[src/rtl/spi_cmd_pkg.sv]
package spi_cmd_pkg;
  localparam int FRAME_W = 16;
  localparam int OP_W    = 4;

  typedef enum logic [OP_W-1:0] {
    OP_WRITE = 4'b0001,
    OP_READ  = 4'b0010,
    OP_SYNC  = 4'b0011,
    OP_GET16 = 4'b0100,
    OP_GET24 = 4'b0101,
    OP_GET32 = 4'b0111,
    OP_GET48 = 4'b1000,
    OP_NOP   = 4'b1110,
    OP_SWRST = 4'b1111
  } spi_op_e;

  typedef enum logic [1:0] {
    ST_CMD,
    ST_WR_DATA,
    ST_RD_ADDR,
    ST_WR_NEXT
  } seq_state_e;
endpackage

[src/rtl/spi_pin_sync.sv]
module spi_pin_sync #(
  parameter int W = 3,
  parameter int STAGES = 2,
  parameter logic [W-1:0] RST_VAL = '0
) (
  input  logic         clk,
  input  logic         rst_n,
  input  logic [W-1:0] pins_async,
  output logic [W-1:0] pins_sync
);
  logic [STAGES-1:0][W-1:0] chain_q;

  initial begin
    if (STAGES < 2) $error("spi_pin_sync needs at least two stages");
  end

  always_ff @(posedge clk or negedge rst_n) begin
    if (!rst_n) chain_q <= {STAGES{RST_VAL}};
    else        chain_q <= {chain_q[STAGES-2:0], pins_async};
  end

  assign pins_sync = chain_q[STAGES-1];
endmodule

[src/rtl/spi_shift_engine.sv]
module spi_shift_engine
  import spi_cmd_pkg::*;
(
  input  logic               clk,
  input  logic               rst_n,
  input  logic               sclk_s,
  input  logic               cs_n_s,
  input  logic               mosi_s,
  input  logic [FRAME_W-1:0] reply_i,
  output logic               miso_o,
  output logic               frame_done_o,
  output logic               frame_ok_o,
  output logic [FRAME_W-1:0] frame_word_o
);
  localparam int CNT_W = $clog2(FRAME_W) + 2;
  localparam logic [CNT_W-1:0] CNT_MAX  = '1;
  localparam logic [CNT_W-1:0] CNT_FULL = CNT_W'(FRAME_W);

  logic               sclk_p, cs_n_p;
  logic [CNT_W-1:0]   cnt_q;
  logic [FRAME_W-1:0] rx_q, tx_q;
  logic               sclk_rise, sclk_fall, cs_fall, cs_rise;

  assign sclk_rise = sclk_s & ~sclk_p;
  assign sclk_fall = ~sclk_s & sclk_p;
  assign cs_fall   = ~cs_n_s & cs_n_p;
  assign cs_rise   = cs_n_s & ~cs_n_p;

  always_ff @(posedge clk or negedge rst_n) begin
    if (!rst_n) begin
      sclk_p       <= 1'b0;
      cs_n_p       <= 1'b1;
      cnt_q        <= '0;
      rx_q         <= '0;
      tx_q         <= '0;
      miso_o       <= 1'b0;
      frame_done_o <= 1'b0;
      frame_ok_o   <= 1'b0;
      frame_word_o <= '0;
    end else begin
      sclk_p       <= sclk_s;
      cs_n_p       <= cs_n_s;
      frame_done_o <= 1'b0;
      if (cs_fall) begin
        cnt_q  <= '0;
        miso_o <= reply_i[FRAME_W-1];
        tx_q   <= reply_i << 1;
      end else if (!cs_n_s) begin
        if (sclk_rise) begin
          rx_q <= {rx_q[FRAME_W-2:0], mosi_s};
          if (cnt_q != CNT_MAX) cnt_q <= cnt_q + 1'b1;
        end
        if (sclk_fall) begin
          miso_o <= tx_q[FRAME_W-1];
          tx_q   <= tx_q << 1;
        end
      end
      if (cs_rise && cnt_q != '0) begin
        frame_done_o <= 1'b1;
        frame_ok_o   <= (cnt_q == CNT_FULL);
        frame_word_o <= rx_q;
      end
    end
  end

  assert_done_when_closed_R9: assert property (@(posedge clk) disable iff (!rst_n)
    frame_done_o |-> cs_n_s);
  assert_clockless_ignored_R10: assert property (@(posedge clk) disable iff (!rst_n)
    (cs_rise && cnt_q == '0) |=> !frame_done_o);
endmodule

[src/rtl/spi_cmd_engine.sv]
module spi_cmd_engine
  import spi_cmd_pkg::*;
#(
  parameter int NCH = 4,
  parameter int ADDR_W = 4
) (
  input  logic               clk,
  input  logic               rst_n,
  input  logic               frame_done_i,
  input  logic               frame_ok_i,
  input  logic [FRAME_W-1:0] frame_word_i,
  output logic [FRAME_W-1:0] reply_o,
  output logic               sync_pulse_o,
  output logic [NCH-1:0]     sync_long_o,
  output logic               data_req_o,
  output logic [1:0]         data_size_o,
  output logic               err_invalid_o
);
  localparam int DATA_W = FRAME_W - ADDR_W;
  localparam int NREG = 1 << ADDR_W;
  localparam logic [ADDR_W-1:0] STAT_ADDR = ADDR_W'(NREG - 1);

  seq_state_e        state_q;
  logic [DATA_W-1:0] regs_q [NREG];
  logic [ADDR_W-1:0] f_addr;
  logic [DATA_W-1:0] f_data, stat_field;
  logic              is_stat, known_op, low_zero, next_ok, cmd_ok;
  spi_op_e           op;

  assign f_addr     = frame_word_i[FRAME_W-1 -: ADDR_W];
  assign f_data     = frame_word_i[DATA_W-1:0];
  assign is_stat    = (f_addr == STAT_ADDR);
  assign stat_field = {{(DATA_W-1){1'b0}}, err_invalid_o};
  assign op         = spi_op_e'(frame_word_i[FRAME_W-1 -: OP_W]);
  assign low_zero   = (frame_word_i[FRAME_W-OP_W-1:0] == '0);

  always_comb begin
    case (op)
      OP_WRITE, OP_READ, OP_SYNC, OP_NOP, OP_SWRST: begin known_op = 1'b1; next_ok = 1'b1; end
      OP_GET16, OP_GET24, OP_GET32, OP_GET48:       begin known_op = 1'b1; next_ok = 1'b0; end
      default:                                      begin known_op = 1'b0; next_ok = 1'b0; end
    endcase
    cmd_ok = known_op && low_zero && (state_q != ST_WR_NEXT || next_ok);
  end

  always_ff @(posedge clk or negedge rst_n) begin
    if (!rst_n) begin
      state_q       <= ST_CMD;
      reply_o       <= '0;
      err_invalid_o <= 1'b0;
      sync_pulse_o  <= 1'b0;
      data_req_o    <= 1'b0;
      data_size_o   <= '0;
      for (int i = 0; i < NREG; i++) regs_q[i] <= '0;
    end else begin
      sync_pulse_o <= 1'b0;
      data_req_o   <= 1'b0;
      if (frame_done_i) begin
        if (!frame_ok_i) begin
          reply_o <= '0;
          state_q <= ST_CMD;
        end else begin
          case (state_q)
            ST_WR_DATA: begin
              if (!is_stat) regs_q[f_addr] <= f_data;
              reply_o <= {f_addr, is_stat ? stat_field : f_data};
              state_q <= ST_WR_NEXT;
            end
            ST_RD_ADDR: begin
              state_q <= ST_CMD;
              if (f_data != '0) begin
                err_invalid_o <= 1'b1;
                reply_o       <= '0;
              end else begin
                reply_o <= {f_addr, is_stat ? stat_field : regs_q[f_addr]};
                if (is_stat) err_invalid_o <= 1'b0;
              end
            end
            default: begin
              state_q <= ST_CMD;
              if (!cmd_ok) begin
                err_invalid_o <= 1'b1;
                reply_o       <= '0;
              end else begin
                reply_o <= frame_word_i;
                case (op)
                  OP_WRITE: state_q <= ST_WR_DATA;
                  OP_READ:  state_q <= ST_RD_ADDR;
                  OP_SYNC:  sync_pulse_o <= 1'b1;
                  OP_GET16: begin data_req_o <= 1'b1; data_size_o <= 2'd0; end
                  OP_GET24: begin data_req_o <= 1'b1; data_size_o <= 2'd1; end
                  OP_GET32: begin data_req_o <= 1'b1; data_size_o <= 2'd2; end
                  OP_GET48: begin data_req_o <= 1'b1; data_size_o <= 2'd3; end
                  OP_SWRST: begin
                    reply_o       <= '0;
                    err_invalid_o <= 1'b0;
                    for (int i = 0; i < NREG; i++) regs_q[i] <= '0;
                  end
                  default: ;
                endcase
              end
            end
          endcase
        end
      end
    end
  end

  assign sync_long_o = regs_q[0][NCH-1:0];

  assert_sync_single_R7: assert property (@(posedge clk) disable iff (!rst_n)
    sync_pulse_o |=> !sync_pulse_o);
  assert_req_single_R8: assert property (@(posedge clk) disable iff (!rst_n)
    data_req_o |=> !data_req_o);
  assert_strobe_excl_R3: assert property (@(posedge clk) disable iff (!rst_n)
    $onehot0({sync_pulse_o, data_req_o}));
  assert_err_after_frame_R3: assert property (@(posedge clk) disable iff (!rst_n)
    $rose(err_invalid_o) |-> $past(frame_done_i && frame_ok_i));
  assert_commerr_zero_R9: assert property (@(posedge clk) disable iff (!rst_n)
    (frame_done_i && !frame_ok_i) |=> (reply_o == '0));
  assert_strobe_from_frame_R10: assert property (@(posedge clk) disable iff (!rst_n)
    (sync_pulse_o || data_req_o) |-> $past(frame_done_i && frame_ok_i));
endmodule

[src/rtl/spi_cmd_frontend.sv]
module spi_cmd_frontend
  import spi_cmd_pkg::*;
#(
  parameter int NCH = 4,
  parameter int ADDR_W = 4,
  parameter int SYNC_STAGES = 2
) (
  input  logic           clk,
  input  logic           rst_n,
  input  logic           sclk_i,
  input  logic           cs_n_i,
  input  logic           mosi_i,
  output logic           miso_o,
  output logic           sync_pulse_o,
  output logic [NCH-1:0] sync_long_o,
  output logic           data_req_o,
  output logic [1:0]     data_size_o,
  output logic           err_invalid_o
);
  logic [2:0]         pins_s;
  logic               frame_done, frame_ok;
  logic [FRAME_W-1:0] frame_word, reply;

  spi_pin_sync #(.W(3), .STAGES(SYNC_STAGES), .RST_VAL(3'b100)) u_sync (
    .clk(clk), .rst_n(rst_n),
    .pins_async({cs_n_i, sclk_i, mosi_i}),
    .pins_sync(pins_s)
  );

  spi_shift_engine u_shift (
    .clk(clk), .rst_n(rst_n),
    .sclk_s(pins_s[1]), .cs_n_s(pins_s[2]), .mosi_s(pins_s[0]),
    .reply_i(reply), .miso_o(miso_o),
    .frame_done_o(frame_done), .frame_ok_o(frame_ok), .frame_word_o(frame_word)
  );

  spi_cmd_engine #(.NCH(NCH), .ADDR_W(ADDR_W)) u_cmd (
    .clk(clk), .rst_n(rst_n),
    .frame_done_i(frame_done), .frame_ok_i(frame_ok), .frame_word_i(frame_word),
    .reply_o(reply), .sync_pulse_o(sync_pulse_o), .sync_long_o(sync_long_o),
    .data_req_o(data_req_o), .data_size_o(data_size_o), .err_invalid_o(err_invalid_o)
  );
endmodule

[config.mk]
export PLATFORM = sky130hd
export DESIGN_NAME = spi_cmd_frontend
export DESIGN_NICKNAME = d
export VERILOG_FILES = /design/src/rtl/spi_cmd_pkg.sv /design/src/rtl/spi_pin_sync.sv /design/src/rtl/spi_shift_engine.sv /design/src/rtl/spi_cmd_engine.sv /design/src/rtl/spi_cmd_frontend.sv
export SDC_FILE = /design/constraint.sdc
export NUM_CORES = 1
export LEC_CHECK = 0
export ABC_AREA = 1
export ABC_CLOCK_PERIOD_IN_PS = 4220
export BUFFER_PORTS_ARGS = -buffer_cell sky130_fd_sc_hd__buf_4
export CAP_MARGIN = 20
export CORE_MARGIN = 8
export CORE_UTILIZATION = 40
export CTS_BUF_LIST = sky130_fd_sc_hd__clkbuf_8
export DETAILED_ROUTE_END_ITERATION = 8
export GPL_TIMING_DRIVEN = 1
export PLACE_DENSITY_LB_ADDON = 0.3
export SLEW_MARGIN = 20
export SYNTH_ARGS = -nofsm -noshare
export SYNTH_HDL_FRONTEND = slang
export SYNTH_SLANG_ARGS = --single-unit
[constraint.sdc]
create_clock -name clk -period 4.22 [get_ports clk]
set_input_delay 0 -clock clk [delete_from_list [all_inputs] [get_ports clk]]
set_output_delay 0 -clock clk [all_outputs]
set_load 0.03 [all_outputs]
==> results of run 1 <==
-- worst register-to-register path, cell delays in order, from the launching register on --
cell and delay (ns):
dfrtp_2 0.63, buf_4 0.49, inv_2 0.09, nand3_1 0.12
nand2_1 0.10, inv_2 0.06, nand3_2 0.09, nor2_4 0.14
nand3_4 0.20, nand2_8 0.46, nand2_1 0.51, nand2_1 0.19
nand2_1 0.06
-- sequential cells by signal, summed over array words and instances, names as in the netlist --
name and cells:
u_cmd.data_size_o 2, u_shift.sclk_p 1, u_cmd.regs_q 188, u_shift.cs_n_p 1, u_cmd.reply_o 16, u_cmd.state_q 2, u_shift.tx_q 15, u_cmd.sync_long_o 4
u_cmd.data_req_o 1, u_shift.frame_word_o 16, u_shift.cnt_q 6, u_sync.chain_q 3, u_shift.miso_o 1, u_shift.frame_ok_o 1, u_cmd.err_invalid_o 1, u_shift.rx_q 16
u_cmd.sync_pulse_o 1, u_sync.pins_sync 3, u_shift.frame_done_o 1
-- metal layers --
layer  track usage (%)  vias to the layer above  routed length (µm)  share of wire, %
li1                  -                     5716                   -                 -
met1              26.7                     5620               17400                44
met3              3.09                      102                2550               6.4
met4              9.04                        0                1680               4.2
met5                 0                        -                   0                 0
met2              30.3                      415               18000                45
-- power by group through the flow --
stage                     clock, µW  sequential (µW)  combinational [µW]
after CTS                      2300             2820                 277
after global placement            0             2870                 266
after global routing           2420             2830                 322
after detailed placement          0             2870                 274
after floorplan                   0             2850                 165
final                          2250             2820                 273
-- metrics by stage --
step	setup WS (ns)	hold WS (ns)	cells
after floorplan	2.36	-0.296	1837
after global placement	1.10	0.0813	2210
after detailed placement	0.998	0.0890	2210
after CTS	0.993	0.0265	2293
after global routing	0.728	0.0473	2294
final	0.971	0.0350	2294
-- cell usage in the layout, fill, tap and decap left out, drive strengths merged --
master         n
a21oi          7
a31oi         15
buf           38
clkbuf        55
clkinv         6
dfrtp        276
dfstp          3
dlygate4sd3    4
ha             5
inv           93
nand2        941
nand3        247
nand4          3
nor2          65
nor2b          1
nor3           5
o211ai         1
o21ai         68
o22ai          3
o31ai          3
-- cells by family after synthesis --
| family | count (synthesis) | synth area share, % |
|---|---|---|
| DFF | 279 | 50.9 |
| and+or+nand+nor | 1262 | 38.0 |
| AOI/OAI and AO/OA | 97 | 3.78 |
| buffers and inverters | 194 | 6.83 |
| adders and majority gates | 5 | 0.456 |
-- path summary, 6_finish.rpt --
check | startpoint | to | slack (ns) | depth (start not counted)
min in group clk | sclk_i | u_sync.chain_q[1] | 0.08 | 2
worst min register to register | u_sync.chain_q[1] | u_sync.pins_sync[1] | 0.35 | 0
worst max register to register | u_shift.frame_word_o[13] | u_cmd.regs_q[45] | 0.97 | 12
worst min-delay path | rst_n | u_shift.cnt_q[1] | 0.04 | 2
max in group asynchronous | rst_n | u_cmd.regs_q[82] | 2.99 | 3
worst max-delay path | u_shift.frame_word_o[13] | u_cmd.regs_q[45] | 0.97 | 12
-- cell type report --
cell class              instances  area, µm²
inverters                      74        278
clock buffers                  54        743
clock inverters                25        106
multi-input cells            1364       5810
fillers                      3456      19300
repair buffers                 43        363
flip-flops and latches        279       6990
well taps                     455        569
==> impl_results.md, run 1 <==
- Setup TNS: 0 ns
- First-pass detailed-route iteration total: 5
- Synth top area share: 50.4%
- Initial core utilization: 40.2%
- FF+latch count, synth: 279
- Crit-path max FO: 69
- Diode count: 0
- Worst Path Required: 4.68 ns
- Share of layout cells above drive strength 1: 7.34%
- Top post-synthesis cells by area: dfrtp_1 (50%), nand2_1 (25%), nand3_1 (8.9%)
- Logic pwr share: 5.1%
- Clk root buf: clkbuf_8
- Max cap viols: 0
- Critical path's most frequent cell: nand2_1
- Mean area per synthesized cell: roughly 7.5 µm²
- Reg power frac: 52.8%
- CP Launch Type: register
- RSZ-0062 raised after global routing: no
- Row count: 68
- Vias per std cell: 5.17
- IO Port Bufs: 14
- Nets@finish: 1820
- # IOs: 15
- Worst Skew: approximately 0.025 ns
- Num CTS Buffers: 48
- Height of the die: 201 µm
- First-pass GRT wire length: 64200 µm
- Worst Setup End Kind: register
- Clock Latency Late Sink: around 0.59 ns
- # DRC: 0
- Relative slew slack: a little under a fifth
- Hold Crit Class: input port to asynchronous set/reset pin
- Psw: approximately 1300 µW
- Maximum VDD drop: 0.197 mV
- Iter 0 DRT Violations: 1278
- Die area: 40500 µm²
- Dominant synthesized flop cell: dfrtp_1
- Sequential share of the synthesized area: 50.9%
- Top-count cell post-synth: nand2_1
- Sw Ratio: 25.2%
- WS Path Type: register to register
- Pwr Density: 360 nW/µm²
- Synthesized area: 13700 µm²
- Slew @ Worst Pin: ~1.2 ns
- Commonest cells in the synthesized netlist: nand2_1 (927), dfrtp_1 (276), nand3_1 (245), clkbuf_1 (78), inv_1 (69)
- Die W: between 200 and 250 µm
- Slew Limit Fails: 0
- Worst path slowest cell: dfrtp_2
- Largest net degree at the start of global routing: 94
- Clk pin slew, worst setup/hold paths: about 0.060 ns
- Routed vias: approximately 12000
- Count of cell types in the netlist: 30
- Post-DP Area: 14000 µm²
- GPL Wtd Cong: roughly 0.93
- Period utilization: 77.0%
- CTS H-Tree Depth: 2
- Post-synth EDFFs: 0
- WL/cell: 17.3 µm
- Crit path cell chain: buf_4, inv_2, nand3_1, nand2_1, inv_2, nand3_2, nor2_4, nand3_4, nand2_8, nand2_1, nand2_1, nand2_1
- Hold buffers post-CTS: 4
- Int Pwr: 4000 µW
- Final Power: 5340 µW
- Clock Path Buffers: 3
- Design area: approximately 15000 µm²
- Power share of the clock group: 42.1%
- Setup bufs post-CTS: 0
- Final Util: about 44%
- Core outline area: 34100 µm²
- Cts repair resizes: 0
- Post-Syn Nets: 1847
- Async set or reset register ratio after synthesis: 100%
- DRT Wirelength: 39700 µm
- Yosys top cell by area: dfrtp_1
- Status: finished clean
- Global Route Usage Sum: 19.6%
- CP delay by family, top: simple AND/OR/NAND/NOR gates
- FMAX: approximately 0.31 GHz
- Antenna viol nets, final: 0
- Syn Inst Count: 1837
- Period minus WS final: 3.25 ns
- Syn-to-layout area delta: 8.36%
- Crit path buf inv count: 3
- Initial antenna violation count: 0
- Synthesis Warnings: 0
- CP max stage delay: 0.63 ns
- Fin. Hold Viols: 0
- Sink Count: 279
- Gr ovfl total: 0
- Dpl hpwl: roughly 25000 µm
- Leakage: about 0.008 µW
- Critical Path AT: 3.70 ns
- Endpoints failing setup: 0
- Vias in the first global route: ~11000
- CTS tree: done
Power figures use the tool's default switching activity.
==> run 2: changes to the inputs <==
--- a/config.mk
+++ b/config.mk
@@ -5,8 +5,8 @@
 export SDC_FILE = /design/constraint.sdc
 export NUM_CORES = 1
 export LEC_CHECK = 0
-export ABC_AREA = 1
-export ABC_CLOCK_PERIOD_IN_PS = 4220
+export ABC_AREA = 0
+export ABC_CLOCK_PERIOD_IN_PS = 3300
 export BUFFER_PORTS_ARGS = -buffer_cell sky130_fd_sc_hd__buf_4
 export CAP_MARGIN = 20
 export CORE_MARGIN = 8
==> constraint.sdc (replaced) <==
create_clock -name clk -period 3.3 [get_ports clk]
set_input_delay 0 -clock clk [delete_from_list [all_inputs] [get_ports clk]]
set_output_delay 0 -clock clk [all_outputs]
set_load 0.03 [all_outputs]
==> impl_results.md, run 2 <==
- Leakage: 0.00625 µW (was 0.00817 µW)
- Nets@finish: 1229 (was 1820)
- Gr ovfl total: 0 (unchanged)
- R2R depth: 7 (was 12)
- Hold Crit Class: input port to asynchronous set/reset pin (unchanged)
- Die area: 39600 µm² (was 40500 µm²)
- First-pass GRT wire length: 63600 µm (was 64200 µm)
- Async set or reset register ratio after synthesis: 100% (unchanged)
- Largest Register: u_cmd.regs_q (unchanged)
- Iter 0 DRT Violations: 1109 (was 1278)
- Pwr Density: 474 nW/µm² (was 360 nW/µm²)
- Top-count cell post-synth: dfrtp_1 (was nand2_1)
- Clk pin slew, worst setup/hold paths: 0.06 ns (about the same)
- Top post-synthesis cells by area: dfrtp_1 (51%), mux4_2 (9.7%), o21ai_0 (5.0%) (was dfrtp_1 (50%), nand2_1 (25%), nand3_1 (8.9%))
- Syn-to-layout area delta: 12.6% (was 8.36%)
- Routed vias: 10500 (was 11900)
- # DRC: 0 (unchanged)
- Synthesis Warnings: 0 (unchanged)
- WL/cell: 23.7 µm (was 17.3 µm)
- Post-synth EDFFs: 0 (unchanged)
- Max cap viols: 0 (unchanged)
- Sequential share of the synthesized area: 51.9% (was 50.9%)
- CTS H-Tree Depth: 2 (unchanged)
- Count of cell types in the netlist: 57 (was 30)
- Dominant synthesized flop cell: dfrtp_1 (unchanged)
- Commonest cells in the synthesized netlist: dfrtp_1 (275), nand2_1 (172), o21ai_0 (134), nand3_1 (102), clkbuf_1 (79) (was nand2_1 (927), dfrtp_1 (276), nand3_1 (245), clkbuf_1 (78), inv_1 (69))
- Endpoints failing setup: 0 (unchanged)
- Initial antenna violation count: 1 (was 0)
- Clock Path Buffers: 3 (unchanged)
- Maximum VDD drop: 0.250 mV (was 0.197 mV)
- Relative slew slack: 45.2% (was 18.8%)
- Setup TNS: 0 ns (unchanged)
- RSZ-0062 raised after global routing: no (unchanged)
- First-pass detailed-route iteration total: 5 (unchanged)
- Share of layout cells above drive strength 1: 19.6% (was 7.34%)
- Status: finished clean (unchanged)
- Cts repair resizes: 0 (unchanged)
- Largest net degree at the start of global routing: 109 (was 94)
- Period minus WS final: 2.68 ns (was 3.25 ns)
- Clock Latency Late Sink: 0.58 ns (was 0.59 ns)
- Fin cells: 1703 (was 2294)
- Fin. Hold Viols: 0 (unchanged)
- FF-to-FF Start: u_cmd.state_q[1] (was u_shift.frame_word_o[13])
- Worst Setup End Kind: register (unchanged)
- Worst R2R Setup Slack: 0.62 ns (was 0.97 ns)
- Crit-path max FO: 42 (was 69)
- Yosys top cell by area: dfrtp_1 (unchanged)
- Hold buffers post-CTS: 4 (unchanged)
- Slew @ Worst Pin: 0.820 ns (was 1.21 ns)
- Most frequent cells in the layout: dfrtp_1 (273), nand2_1 (172), o21ai_0 (134) (was nand2_1 (927), dfrtp_1 (274), nand3_1 (245))
- Post-Syn Nets: 1223 (was 1847)
- GPL Wtd Cong: 0.887 (was 0.930)
- Global Route Usage Sum: 20.7% (was 19.6%)
- Height of the die: 199 µm (was 201 µm)
- CTS tree: done (unchanged)
- Initial core utilization: 40.3% (was 40.2%)
- Reg2reg end: u_cmd.regs_q[58] (was u_cmd.regs_q[45])
- Period utilization: 81.3% (was 77.0%)
- Antenna viol nets, final: 0 (unchanged)
- Mean area per synthesized cell: 11.0 µm² (was 7.46 µm²)
- Setup bufs post-CTS: 0 (unchanged)
- Placed insts: 1613 (was 2210)
- Core outline area: 33300 µm² (was 34100 µm²)
- CP Launch Type: register (unchanged)
- Dpl hpwl: 25100 µm (was 25000 µm)
- Sink Count: 278 (was 279)
- IO Port Bufs: 14 (unchanged)
- Num CTS Buffers: 48 (unchanged)
- Most common cell after layout, fill and taps aside: dfrtp_1 (was nand2_1)
- Slew Limit Fails: 0 (unchanged)
- WS Path Type: register to register (unchanged)
- Row count: 67 (was 68)
- Syn Inst Count: 1213 (was 1837)
- Vias per std cell: 6.17 (was 5.17)
- # IOs: 15 (unchanged)
- FMAX: 0.373 GHz (was 0.308 GHz)
- FF+latch count, synth: 278 (was 279)
- DRT Wirelength: 40300 µm (was 39700 µm)
- Max reg flops: 187 (was 188)
- Worst Skew: 0.0249 ns (was 0.0251 ns)
- Clk root buf: clkbuf_8 (unchanged)
- Vias in the first global route: 10400 (was 11400)
- Worst Path Required: 3.77 ns (was 4.68 ns)
- Synth top area share: 51.3% (was 50.4%)
- Synthesized area: 13400 µm² (was 13700 µm²)
- Die W: 199 µm (was 201 µm)
- Critical Path AT: 3.15 ns (was 3.70 ns)
## run 2: cell types whose count changed in the layout (fill, tap and decap cells not counted), moves of 61 or more
cell       change
inv_1         -61
nand2_1      -755
nand3_1      -143
o21ai_0       +71
o221ai_1      +72
o2bb2ai_1     +76
## run 2: logic make-up (layout without fill, tap and decap cells)
| kind of cell | count (synthesis) | in the layout | synth area share (%) |
|---|---|---|---|
| AOI/OAI and AO/OA | 350 | 350 | 18.3 |
| xor gates and xnor gates | 4 | 4 | 0.261 |
| adders and majority gates | 5 | 5 | 0.467 |
| buffers and inverters | 141 | 182 | 4.80 |
| DFF | 278 | 278 | 51.9 |
| muxes | 92 | 92 | 12.4 |
| other | 0 | 1 | 0 |
| and+or+nand+nor | 343 | 343 | 11.8 |
## run 2: layout make-up
class                   count  area [µm²]
diodes                      1        2.50
clock buffers              68         936
clock inverters            17        81.3
fillers                  3071       18200
inverters                  21        78.8
multi-input cells         794        5840
flip-flops and latches    278        6970
well taps                 448         561
repair buffers             76         626
## run 2: worst max-delay path: stages, from the launching register on
cell	delay [ns]
dfrtp_1	0.41
inv_1	0.10
ha_4	0.44
buf_4	0.53
nand2_1	0.13
nor2_1	0.23
nand2_1	0.41
o2bb2ai_1	0.30
## run 2: worst max-delay path by stage
stage / endpoint / slack (ns) / startpoint
floorplan: u_cmd.reply_o[2] / 1.39 / u_shift.frame_word_o[12]
global placement: u_cmd.regs_q[55] / 0.73 / u_cmd.state_q[1]
detailed placement: u_cmd.regs_q[80] / 0.69 / u_shift.frame_word_o[13]
CTS: u_cmd.regs_q[76] / 0.60 / u_shift.frame_word_o[13]
global route: u_cmd.regs_q[58] / 0.46 / u_cmd.state_q[1]
finish: u_cmd.regs_q[58] / 0.62 / u_cmd.state_q[1]
## run 2: metal layers
layer,part of all wire [%],vias to the layer above,GRT usage [%]
li1,-,4573,-
met1,42,5325,28.2
met2,45,491,31.1
met3,8.9,108,5.39
met4,3.8,2,8.40
met5,0.045,-,0
## run 2: power breakdown
part	switching [µW]	internal, µW
clock	1430	1820
sequential	50.0	3470
combinational	265	114
## run 2: stage by stage
| step | total power, µW | instance area [µm²] | utilization (%) | setup WS, ns | hold WS [ns] |
|---|---|---|---|---|---|
| finish | 7150 | 15100 | 45.3 | 0.616 | 0.00537 |
| global route | 7420 | 15100 | 45.3 | 0.458 | 0.0418 |
| CTS | 7220 | 15100 | 45.3 | 0.598 | 0.0169 |
| detailed placement | 3960 | 14000 | 42.1 | 0.694 | 0.0455 |
| global placement | 3950 | 14000 | 42.1 | 0.733 | 0.0358 |
| floorplan | 3740 | 13400 | - | 1.39 | -0.296 |
==> run 3: changes to the inputs <==
--- a/config.mk
+++ b/config.mk
@@ -5,8 +5,8 @@
 export SDC_FILE = /design/constraint.sdc
 export NUM_CORES = 1
 export LEC_CHECK = 0
-export ABC_AREA = 0
-export ABC_CLOCK_PERIOD_IN_PS = 3300
+export ABC_AREA = 1
+export ABC_CLOCK_PERIOD_IN_PS = 2500
 export BUFFER_PORTS_ARGS = -buffer_cell sky130_fd_sc_hd__buf_4
 export CAP_MARGIN = 20
 export CORE_MARGIN = 8
==> constraint.sdc (replaced) <==
create_clock -name clk -period 2.5 [get_ports clk]
set_input_delay 0 -clock clk [delete_from_list [all_inputs] [get_ports clk]]
set_output_delay 0 -clock clk [all_outputs]
set_load 0.03 [all_outputs]
==> impl_results.md, run 3 (synthesis gave the netlist of run 1 again) <==
- Initial antenna violation count: 0 (was 1)
- Worst R2R Setup Slack: 0.16 ns (was 0.62 ns)
- Dpl hpwl: 26800 µm (was 25100 µm)
- Largest net degree at the start of global routing: 74 (was 109)
- Clock Latency Late Sink: 0.57 ns (was 0.58 ns)
- Setup bufs post-CTS: 0 (unchanged)
- Endpoints failing setup: 0 (unchanged)
- Crit path from: u_shift.frame_word_o[13] (was u_cmd.state_q[1])
- First-pass detailed-route iteration total: 5 (unchanged)
- Leakage: 0.00843 µW (was 0.00625 µW)
- Clk root buf: clkbuf_8 (unchanged)
- Vias per std cell: 5.18 (was 6.17)
- Clk pin slew, worst setup/hold paths: 0.06 ns (about the same)
- RSZ-0062 raised after global routing: no (unchanged)
- Share of layout cells above drive strength 1: 9.77% (was 19.6%)
- Initial core utilization: 40.2% (was 40.3%)
- Antenna viol nets, final: 0 (unchanged)
- # DRC: 0 (unchanged)
- Most common cell after layout, fill and taps aside: nand2_1 (was dfrtp_1)
- Nets@finish: 1860 (was 1229)
- Die W: 201 µm (was 199 µm)
- Largest Register: u_cmd.regs_q (unchanged)
- Fin. Hold Viols: 0 (unchanged)
- Period utilization: 93.7% (was 81.3%)
- WS Path Type: register to register (unchanged)
- Diode count: 0 (was 1)
- Slew @ Worst Pin: 1.06 ns (was 0.820 ns)
- Max cap viols: 0 (unchanged)
- IO Port Bufs: 14 (unchanged)
- Worst Path Required: 2.99 ns (was 3.77 ns)
- First-pass GRT wire length: 67000 µm (was 63600 µm)
- Max reg flops: 188 (was 187)
- Crit path cell chain: buf_4, nand2_1, nor2_2, nor2_2, nand3_2, nor2_4, nand3_4, nand2_8, buf_4, nand3_1, nand2_1 (was inv_1, ha_4, buf_4, nand2_1, nor2_1, nand2_1, o2bb2ai_1)
- Num CTS Buffers: 49 (was 48)
- DRT Wirelength: 41200 µm (was 40300 µm)
- FF-to-FF Start: u_shift.frame_word_o[13] (was u_cmd.state_q[1])
- WL/cell: 17.6 µm (was 23.7 µm)
- Most frequent cells in the layout: nand2_1 (926), dfrtp_1 (274), nand3_1 (245) (was dfrtp_1 (273), nand2_1 (172), o21ai_0 (134))
- Core outline area: 34100 µm² (was 33300 µm²)
- Setup TNS: 0 ns (unchanged)
- Worst path slowest cell: dfrtp_2 (was buf_4)
- Die area: 40500 µm² (was 39600 µm²)
- Status: finished clean (unchanged)
- Clock Path Buffers: 3 (unchanged)
- CTS H-Tree Depth: 2 (unchanged)
- Final Power: 9540 µW (was 7150 µW)
- FMAX: 0.427 GHz (was 0.373 GHz)
- Slew Limit Fails: 0 (unchanged)
- Final setup margin: 0.158 ns (was 0.616 ns)
- Syn-to-layout area delta: 11.9% (was 12.6%)
- GPL Wtd Cong: 0.969 (was 0.887)
- Final Util: 45.0% (was 45.3%)
- Global Route Usage Sum: 20.5% (was 20.7%)
- Height of the die: 201 µm (was 199 µm)
- Pwr Density: 622 nW/µm² (was 474 nW/µm²)
- Row count: 68 (was 67)
- Setup WS pre-CTS: 0.150 ns (was 0.694 ns)
- Hold Crit Class: input port to register (was input port to asynchronous set/reset pin)
- Hold Startpoint: sclk_i
- Maximum VDD drop: 0.312 mV (was 0.250 mV)
- Iter 0 DRT Violations: 1260 (was 1109)
- # IOs: 15 (unchanged)
- CP Launch Type: register (unchanged)
- Relative slew slack: 29.2% (was 45.2%)
- Vias in the first global route: 11900 (was 10400)
- CTS tree: done (unchanged)
- Crit-path max FO: 30 (was 42)
- Worst Skew: 0.0284 ns (was 0.0249 ns)
- Gr ovfl total: 0 (unchanged)
- Routed vias: 12100 (was 10500)
- Worst Setup End Kind: register (unchanged)
- Critical Path AT: 2.83 ns (was 3.15 ns)
- CP max stage delay: 0.46 ns (was 0.53 ns)
- Sink Count: 279 (was 278)
- Period minus WS final: 2.34 ns (was 2.68 ns)
[run 3: cell type report]
class | instances | area (µm²)
clock inverters | 20 | 115
repair buffers | 82 | 713
flip-flops and latches | 279 | 6990
clock buffers | 64 | 881
multi-input cells | 1364 | 5800
fillers | 3478 | 18800
well taps | 455 | 569
inverters | 74 | 278
[run 3: path summary, 6_finish.rpt]
path / to / cells after the start
min in group asynchronous: u_shift.cnt_q[5] / 3
worst min register to register: u_sync.pins_sync[1] / 0
worst max register to register: u_cmd.regs_q[122] / 11
worst min-delay path: u_sync.chain_q[1] / 2
max in group asynchronous: u_shift.cnt_q[1] / 4
worst max-delay path: u_cmd.regs_q[122] / 11
[run 3: power breakdown]
part           internal, µW  total, µW  switching (µW)
clock                  2380       4250            1870
combinational           183        549             365
sequential             4650       4750            93.1
total                  7210       9540            2330
[run 3: critical path, delay by kind of cell (launching register included)]
family / cells / cell delay, ns
flops: 1 / 0.46
simple gates: 9 / 1.15
buf+inv: 2 / 0.63
[run 3: timing repair]
item	in CTS	in global routing
hold buffers	6	0
hold endpoints to repair	282	0
gates resized for setup	0	1
setup endpoints to repair	0	2
[run 3: metal layers]
metal | vias up | routed length, µm | track usage, %
met2 | 458 | 18400 | 31.4
li1 | 5790 | - | -
met1 | 5766 | 18300 | 28.3
met3 | 106 | 2890 | 3.57
met4 | 0 | 1640 | 8.65
met5 | - | 0 | 0
[run 3: per-stage QoR]
step	hold WS (ns)	std cells	instance area, µm²
after floorplan	-0.296	1837	13700
after global placement	0.0314	2248	14300
after detailed placement	0.0243	2248	14300
after CTS	0.0493	2338	15300
after global routing	0.0724	2338	15300
final	0.0775	2338	15300
